$ cat src/rtl/pkt_dma_pkg.sv
package pkt_dma_pkg;

  typedef enum logic [1:0] {
    ST_IDLE  = 2'd0,
    ST_RUN   = 2'd1,
    ST_DRAIN = 2'd2,
    ST_STOP  = 2'd3
  } engState_t;

  typedef struct packed {
    logic load;   // capture descriptor address and limit
    logic beat;   // capture a stream beat into the write register
    logic flush;  // drop any pending write
  } dpStrobe_t;

  // descriptor control bits
  localparam int unsigned DC_EOP   = 0;
  localparam int unsigned DC_IDONE = 1;
  localparam int unsigned DC_IEARL = 2;
  localparam int unsigned DC_IERR  = 3;

  // control register bits
  localparam int unsigned CR_GIE   = 0;
  localparam int unsigned CR_STOP  = 1;
  localparam int unsigned CR_RST   = 2;

  // status register bits
  localparam int unsigned SR_BUSY  = 0;
  localparam int unsigned SR_STOP  = 1;
  localparam int unsigned SR_DONE  = 2;
  localparam int unsigned SR_EARL  = 3;
  localparam int unsigned SR_ERR   = 4;
  localparam int unsigned SR_REJ   = 5;
  localparam int unsigned SR_W     = 6;

endpackage

$ cat src/rtl/pkt_dma_dpath.sv
module pkt_dma_dpath
  import pkt_dma_pkg::*;
#(
  parameter int unsigned ADDR_W = 32,
  parameter int unsigned LEN_W  = 16,
  parameter int unsigned DATA_W = 32
) (
  input  logic              clk,
  input  logic              rstN,
  input  dpStrobe_t         stb,
  input  logic [ADDR_W-1:0] descAddr,
  input  logic [LEN_W-1:0]  descLen,
  input  logic [DATA_W-1:0] sData,
  input  logic              sValid,
  input  logic              sReady,
  input  logic              mWaitReq,
  output logic              mWrite,
  output logic [ADDR_W-1:0] mAddr,
  output logic [DATA_W-1:0] mData,
  output logic              capLast
);

  localparam int unsigned BYTES = DATA_W / 8;

  logic [ADDR_W-1:0] nextAddr;
  logic [LEN_W-1:0]  bytesLeft;

  assign capLast = (bytesLeft <= LEN_W'(BYTES));

  always_ff @(posedge clk or negedge rstN) begin
    if (!rstN) begin
      mWrite    <= 1'b0;
      mAddr     <= '0;
      mData     <= '0;
      nextAddr  <= '0;
      bytesLeft <= '0;
    end else if (stb.flush) begin
      mWrite    <= 1'b0;
    end else if (stb.load) begin
      nextAddr  <= descAddr;
      bytesLeft <= descLen;
    end else if (stb.beat) begin
      mWrite    <= 1'b1;
      mAddr     <= nextAddr;
      mData     <= sData;
      nextAddr  <= nextAddr + ADDR_W'(BYTES);
      bytesLeft <= bytesLeft - LEN_W'(BYTES);
    end else if (mWrite && !mWaitReq) begin
      mWrite    <= 1'b0;
    end
  end


  hold_under_stall_chk: assert property (@(posedge clk) disable iff (!rstN)
    (mWrite && mWaitReq && !stb.flush) |=> (mWrite && $stable(mAddr) && $stable(mData)));


  no_accept_in_stall_chk: assert property (@(posedge clk) disable iff (!rstN)
    !(sValid && sReady && mWrite && mWaitReq));


  addr_step_chk: assert property (@(posedge clk) disable iff (!rstN)
    (stb.beat && mWrite && !stb.flush) |=> (mAddr == $past(mAddr) + ADDR_W'(BYTES)));

endmodule

$ cat src/rtl/pkt_dma_ctrl.sv
module pkt_dma_ctrl
  import pkt_dma_pkg::*;
(
  input  logic            clk,
  input  logic            rstN,
  input  logic            descValid,
  input  logic [3:0]      descCtrl,
  input  logic            sValid,
  input  logic            sEop,
  input  logic            sErr,
  input  logic            mWrite,
  input  logic            mWaitReq,
  input  logic            capLast,
  input  logic            csrWe,
  input  logic            csrSel,
  input  logic [SR_W-1:0] csrWdata,
  output logic            sReady,
  output logic [SR_W-1:0] csrRdata,
  output logic            irq,
  output dpStrobe_t       stb
);

  engState_t state, stateNxt;
  logic gie, stopReq, endEop, earlyPend;
  logic enDone, enEarly, enErr;
  logic doneF, earlyF, errF, rejF;
  logic wrBusy, wrDone, accept, lastBeat, capHit, rstCmd, canLoad;

  assign wrBusy   = mWrite && mWaitReq;
  assign wrDone   = mWrite && !mWaitReq;
  assign sReady   = (state == ST_RUN) && !stopReq && !wrBusy;
  assign accept   = sValid && sReady;
  assign lastBeat = (endEop && sEop) || capLast;
  assign capHit   = endEop && capLast && !sEop;
  assign rstCmd   = csrWe && !csrSel && csrWdata[CR_RST];
  assign canLoad  = (state == ST_IDLE) && !stopReq && !rstCmd;

  always_comb begin
    stb       = '0;
    stb.flush = rstCmd;
    stb.load  = descValid && canLoad;
    stb.beat  = accept && !rstCmd;
  end

  always_comb begin
    stateNxt = state;
    unique case (state)
      ST_IDLE:  if (stopReq) stateNxt = ST_STOP;
                else if (descValid) stateNxt = ST_RUN;
      ST_RUN:   if (accept && lastBeat) stateNxt = ST_DRAIN;
                else if (stopReq && !wrBusy) stateNxt = ST_STOP;
      ST_DRAIN: if (wrDone) stateNxt = stopReq ? ST_STOP : ST_IDLE;
      ST_STOP:  stateNxt = ST_STOP;
      default:  stateNxt = ST_IDLE;
    endcase
    if (rstCmd) stateNxt = ST_IDLE;
  end

  always_ff @(posedge clk or negedge rstN) begin
    if (!rstN) begin
      state     <= ST_IDLE;
      gie       <= 1'b0;
      stopReq   <= 1'b0;
      endEop    <= 1'b0;
      earlyPend <= 1'b0;
      enDone    <= 1'b0;
      enEarly   <= 1'b0;
      enErr     <= 1'b0;
      doneF     <= 1'b0;
      earlyF    <= 1'b0;
      errF      <= 1'b0;
      rejF      <= 1'b0;
    end else begin
      state <= stateNxt;
      if (csrWe && !csrSel) begin
        gie <= csrWdata[CR_GIE];
        if (csrWdata[CR_STOP]) stopReq <= 1'b1;
        if (csrWdata[CR_RST])  stopReq <= 1'b0;
      end
      if (stb.load) begin
        endEop    <= descCtrl[DC_EOP];
        enDone    <= descCtrl[DC_IDONE];
        enEarly   <= descCtrl[DC_IEARL];
        enErr     <= descCtrl[DC_IERR];
        earlyPend <= 1'b0;
      end
      if (accept && lastBeat) earlyPend <= capHit;
      // clear-on-one first, so a same-cycle set wins
      if (csrWe && csrSel) begin
        if (csrWdata[SR_DONE]) doneF  <= 1'b0;
        if (csrWdata[SR_EARL]) earlyF <= 1'b0;
        if (csrWdata[SR_ERR])  errF   <= 1'b0;
        if (csrWdata[SR_REJ])  rejF   <= 1'b0;
      end
      if (state == ST_DRAIN && wrDone && !rstCmd) begin
        if (earlyPend) earlyF <= 1'b1;
        else           doneF  <= 1'b1;
      end
      if (accept && sErr) errF <= 1'b1;
      if (descValid && !canLoad) rejF <= 1'b1;
    end
  end

  always_comb begin
    csrRdata = '0;
    if (csrSel) begin
      csrRdata[SR_BUSY] = (state == ST_RUN) || (state == ST_DRAIN);
      csrRdata[SR_STOP] = (state == ST_STOP);
      csrRdata[SR_DONE] = doneF;
      csrRdata[SR_EARL] = earlyF;
      csrRdata[SR_ERR]  = errF;
      csrRdata[SR_REJ]  = rejF;
    end else begin
      csrRdata[CR_GIE]  = gie;
    end
  end

  assign irq = gie && ((doneF && enDone) || (earlyF && enEarly) || (errF && enErr));


  stopped_not_ready_chk: assert property (@(posedge clk) disable iff (!rstN)
    (state == ST_STOP) |-> !sReady);


  irq_needs_flag_chk: assert property (@(posedge clk) disable iff (!rstN)
    irq |-> (doneF || earlyF || errF));


  early_excludes_done_chk: assert property (@(posedge clk) disable iff (!rstN)
    $rose(earlyF) |-> !$rose(doneF));


  drain_blocks_input_chk: assert property (@(posedge clk) disable iff (!rstN)
    (state == ST_DRAIN) |-> !sReady);

endmodule

$ cat src/rtl/pkt_dma_writer.sv
module pkt_dma_writer
  import pkt_dma_pkg::*;
#(
  parameter int unsigned ADDR_W = 32,
  parameter int unsigned LEN_W  = 16,
  parameter int unsigned DATA_W = 32
) (
  input  logic              clk,
  input  logic              rstN,
  input  logic              descValid,
  input  logic [ADDR_W-1:0] descAddr,
  input  logic [LEN_W-1:0]  descLen,
  input  logic [3:0]        descCtrl,
  input  logic              sValid,
  output logic              sReady,
  input  logic [DATA_W-1:0] sData,
  input  logic              sEop,
  input  logic              sErr,
  output logic              mWrite,
  output logic [ADDR_W-1:0] mAddr,
  output logic [DATA_W-1:0] mData,
  input  logic              mWaitReq,
  input  logic              csrWe,
  input  logic              csrSel,
  input  logic [5:0]        csrWdata,
  output logic [5:0]        csrRdata,
  output logic              irq
);

  dpStrobe_t stb;
  logic      capLast;

  pkt_dma_ctrl u_ctrl (
    .clk(clk), .rstN(rstN),
    .descValid(descValid), .descCtrl(descCtrl),
    .sValid(sValid), .sEop(sEop), .sErr(sErr),
    .mWrite(mWrite), .mWaitReq(mWaitReq), .capLast(capLast),
    .csrWe(csrWe), .csrSel(csrSel), .csrWdata(csrWdata),
    .sReady(sReady), .csrRdata(csrRdata), .irq(irq), .stb(stb)
  );

  pkt_dma_dpath #(.ADDR_W(ADDR_W), .LEN_W(LEN_W), .DATA_W(DATA_W)) u_dpath (
    .clk(clk), .rstN(rstN), .stb(stb),
    .descAddr(descAddr), .descLen(descLen),
    .sData(sData), .sValid(sValid), .sReady(sReady), .mWaitReq(mWaitReq),
    .mWrite(mWrite), .mAddr(mAddr), .mData(mData), .capLast(capLast)
  );

endmodule

$ cat config.mk
export PLATFORM = sky130hd
export DESIGN_NAME = pkt_dma_writer
export DESIGN_NICKNAME = d
export VERILOG_FILES = /design/src/rtl/pkt_dma_pkg.sv /design/src/rtl/pkt_dma_dpath.sv /design/src/rtl/pkt_dma_ctrl.sv /design/src/rtl/pkt_dma_writer.sv
export SDC_FILE = /design/constraint.sdc
export NUM_CORES = 1
export LEC_CHECK = 0
export ABC_CLOCK_PERIOD_IN_PS = 3300
export BUFFER_PORTS_ARGS = -buffer_cell sky130_fd_sc_hd__buf_4
export CELL_PAD_IN_SITES_DETAIL_PLACEMENT = 0
export CELL_PAD_IN_SITES_GLOBAL_PLACEMENT = 1
export CORE_AREA = 2 2 125 127
export CTS_CLUSTER_DIAMETER = 80
export CTS_CLUSTER_SIZE = 28
export DETAILED_ROUTE_END_ITERATION = 16
export DIE_AREA = 0 0 127 129
export HOLD_SLACK_MARGIN = 0.03
export PLACE_DENSITY_LB_ADDON = 0.1
export SKIP_CTS_REPAIR_TIMING = 1
export SYNTH_ARGS = -nofsm -noshare
export SYNTH_HDL_FRONTEND = slang
export SYNTH_SLANG_ARGS = --single-unit
$ cat constraint.sdc
create_clock -name clk -period 3.3 [get_ports clk]
set_clock_uncertainty 0.05 [all_clocks]
set_input_delay 0.99 -clock clk [delete_from_list [all_inputs] [get_ports clk]]
set_output_delay 0.99 -clock clk [all_outputs]
set_load 0.02 [all_outputs]
==> run metrics <==
crit path DAT 1.73 ns; Root Driver clkbuf_16; Setup WS pre-CTS 0.143 ns; Clk Latency, worst-skew pair 0.41 ns; Hold Path Class primary input to asynchronous set/reset pin; Seq/Total Area, Yosys 53.1%; Die X 127 µm; Core ar. approximately 15,000 µm²; Port Buffers 171; crit end category output port; crit path buf inv count 3; Placed Area 7500 µm²; final critical delay including setup and external delays 2.77 ns; Die Y-Extent about 130 µm; asr flop ratio synth 100%; DP HPWL 10.7 mm; initial antenna violation count 0; FF-to-FF End u_dpath.nextAddr[20]$_DFFE_PN0P_; Post-synth top flop dfrtp_1; Antenna Diode Count 0; RSZ-0062 raised after global routing no; Max Transition Viols Final 0; fraction of layout cells with a size suffix above 1 38.0%; Mapped Nets around 670; #FFs+latches synth 126; cell family with most CP delay buffers and inverters; CP Launch Type primary input; CP Cell Sequence buf_4, buf_4, mux2_2, buf_4; Yosys warnings 0; clk sinks 126; Final Instance Count excl. Fillers between 900 and 1,000; synth top area cells dfrtp_1 53%, mux2_2 13%, nand2_1 5.3%; Post-Route Setup TNS 0 ns; CTS clk-pin slew, worst paths 0.05 ns; setup violators final 0; DRC viols 0; die area 16,400 µm²; first-pass GRT wire length ~24 mm; initial core utilization 39.7%; post-route antenna net violation count 0; post-synth top area cell dfrtp_1; Placer Congestion 0.793; final core occ 53.7%; per-cell routed wire length around 16 µm; Leak Pwr about 0.0036 µW; I/O pin total 172; Power Density 923 nW/µm²; max-cap check violation count 0; CP peak stage delay 0.35 ns; First-pass DRT Iterations 5; slowest CP cell mux2_2; clk buf depth 2; flop2flop setup slack ~0.67 ns; Reg2Reg Depth 6; Syn-to-layout area delta 35.4%; nets@finish 841; CP required between 2 and 2.5 ns; final WL around 15 mm; final count of hold timing violations 0; most frequent CP cell buf_4; Global Route Usage Sum a little under a fifth; Final period util 84.0%; Worst-Margin Slew about 0.6 ns; CTS tree done; Mapped Avg Cell Area 10.6 µm²; status finished, final reports clean; dpl cells 903; fin area 8040 µm²; Synth Instances 558; CTS Buf Count 17; Setup Crit Path Kind primary input to output port; area of the mapped netlist 5940 µm²; crit-path max FO 12; Worst Slack Setup Final 0.529 ns; fmax 361 MHz; relative slew slack 60.2%; vias in the first global route approximately 4,700; first-iteration detailed-routing DRC count 238; count of cell types in the netlist 46; Rows between 40 and 50; maximum VDD drop 0.485 mV; Post-synth EDFFs 0; Reg2Reg Launch Point u_dpath.nextAddr[2]$_DFFE_PN0P_; Avg Vias per Cell 5.07; DR vias 4,726; largest net degree at the start of global routing 83; grt ovf 0; Synth top area share 53.1%; CTS H-Tree Depth 4
[stage by stage]
step	hold slack, ns	power, µW
3_5_place_dp	0.408	5740
3_3_place_gp	0.401	5660
6_report	0.363	7430
4_1_cts	0.340	7530
2_1_floorplan	0.387	4530
5_1_grt	0.344	7920
[synthesized netlist by cell type, drive strengths merged (9+ instances only)]
cell type  number
dfrtp         126
nand2          84
mux2           68
o21ai          42
xnor2          26
nor2           21
nor4           21
clkbuf         18
nand3          17
inv            13
and2           11
nor3           10
buf             9
[state kept, by name (all words and copies together) (netlist names)]
register,cells
u_ctrl.state,2
u_ctrl.gie,1
u_ctrl.stopReq,1
u_dpath.mAddr,32
u_dpath.bytesLeft,16
u_ctrl.enDone,1
u_ctrl.rejF,1
u_ctrl.errF,1
u_dpath.mWrite,1
u_ctrl.endEop,1
u_ctrl.enErr,1
u_ctrl.enEarly,1
u_ctrl.doneF,1
u_dpath.mData,32
u_ctrl.earlyPend,1
u_ctrl.earlyF,1
u_dpath.nextAddr,32
[layer usage]
layer / up-vias / wire length (µm) / GRT usage (%)
li1: 2322 / - / -
met1: 2263 / 6780 / 24.8
met2: 134 / 7040 / 30.3
met3: 7 / 887 / 5.36
met4: 0 / 103 / 5.43
met5: - / 0 / 0
[power breakdown]
part           internal [µW]  switching (µW)  total, µW
sequential              2260             560       2820
clock                   1110             630       1740
combinational           1410            1460       2870
[area by class of cell]
cell class	instances	area (µm²)
fill	1348	6930
sequential	126	3150
multi-input combinational	392	2640
timing repair buffer	184	1420
clock buffer	22	454
tap	188	235
clock inverter	8	92.6
inverter	13	48.8
[logic make-up after synthesis]
logic type	synth area share, %
xor+xnor	4.27
flops	53.1
mux	13.4
simple gates	17.4
fa+ha+maj	1.68
compound gates	7.54
buf+inv	2.65
[worst max-delay path by stage]
stage	from	to	slack (ns)	depth (start not counted)
after floorplan	csrWdata[2]	u_dpath.nextAddr[20]$_DFFE_PN0P_	0.34	7
after global placement	csrWe	u_dpath.nextAddr[20]$_DFFE_PN0P_	0.16	6
after detailed placement	csrWe	u_dpath.nextAddr[20]$_DFFE_PN0P_	0.14	6
after CTS	csrSel	csrRdata[0]	0.53	4
after global routing	mWaitReq	sReady	0.49	4
final	csrSel	csrRdata[0]	0.53	4
[cell usage in the layout (no fill, tap or decap), types with 8 or more instances in the layout]
| master | netlist | layout |
|---|---|---|
| a31oi_1 | 8 | 8 |
| and2_1 | 11 | 11 |
| buf_4 | 0 | 181 |
| clkbuf_16 | 0 | 17 |
| dfrtp_1 | 126 | 126 |
| ha_1 | 8 | 8 |
| inv_1 | 13 | 13 |
| mux2_2 | 68 | 68 |
| nand2_1 | 84 | 84 |
| nand3_1 | 17 | 17 |
| nand4_1 | 8 | 8 |
| nor2_1 | 21 | 20 |
| nor3_1 | 10 | 10 |
| nor4_1 | 21 | 21 |
| o21ai_0 | 42 | 42 |
| xnor2_1 | 26 | 26 |
Power figures use the tool's default switching activity.
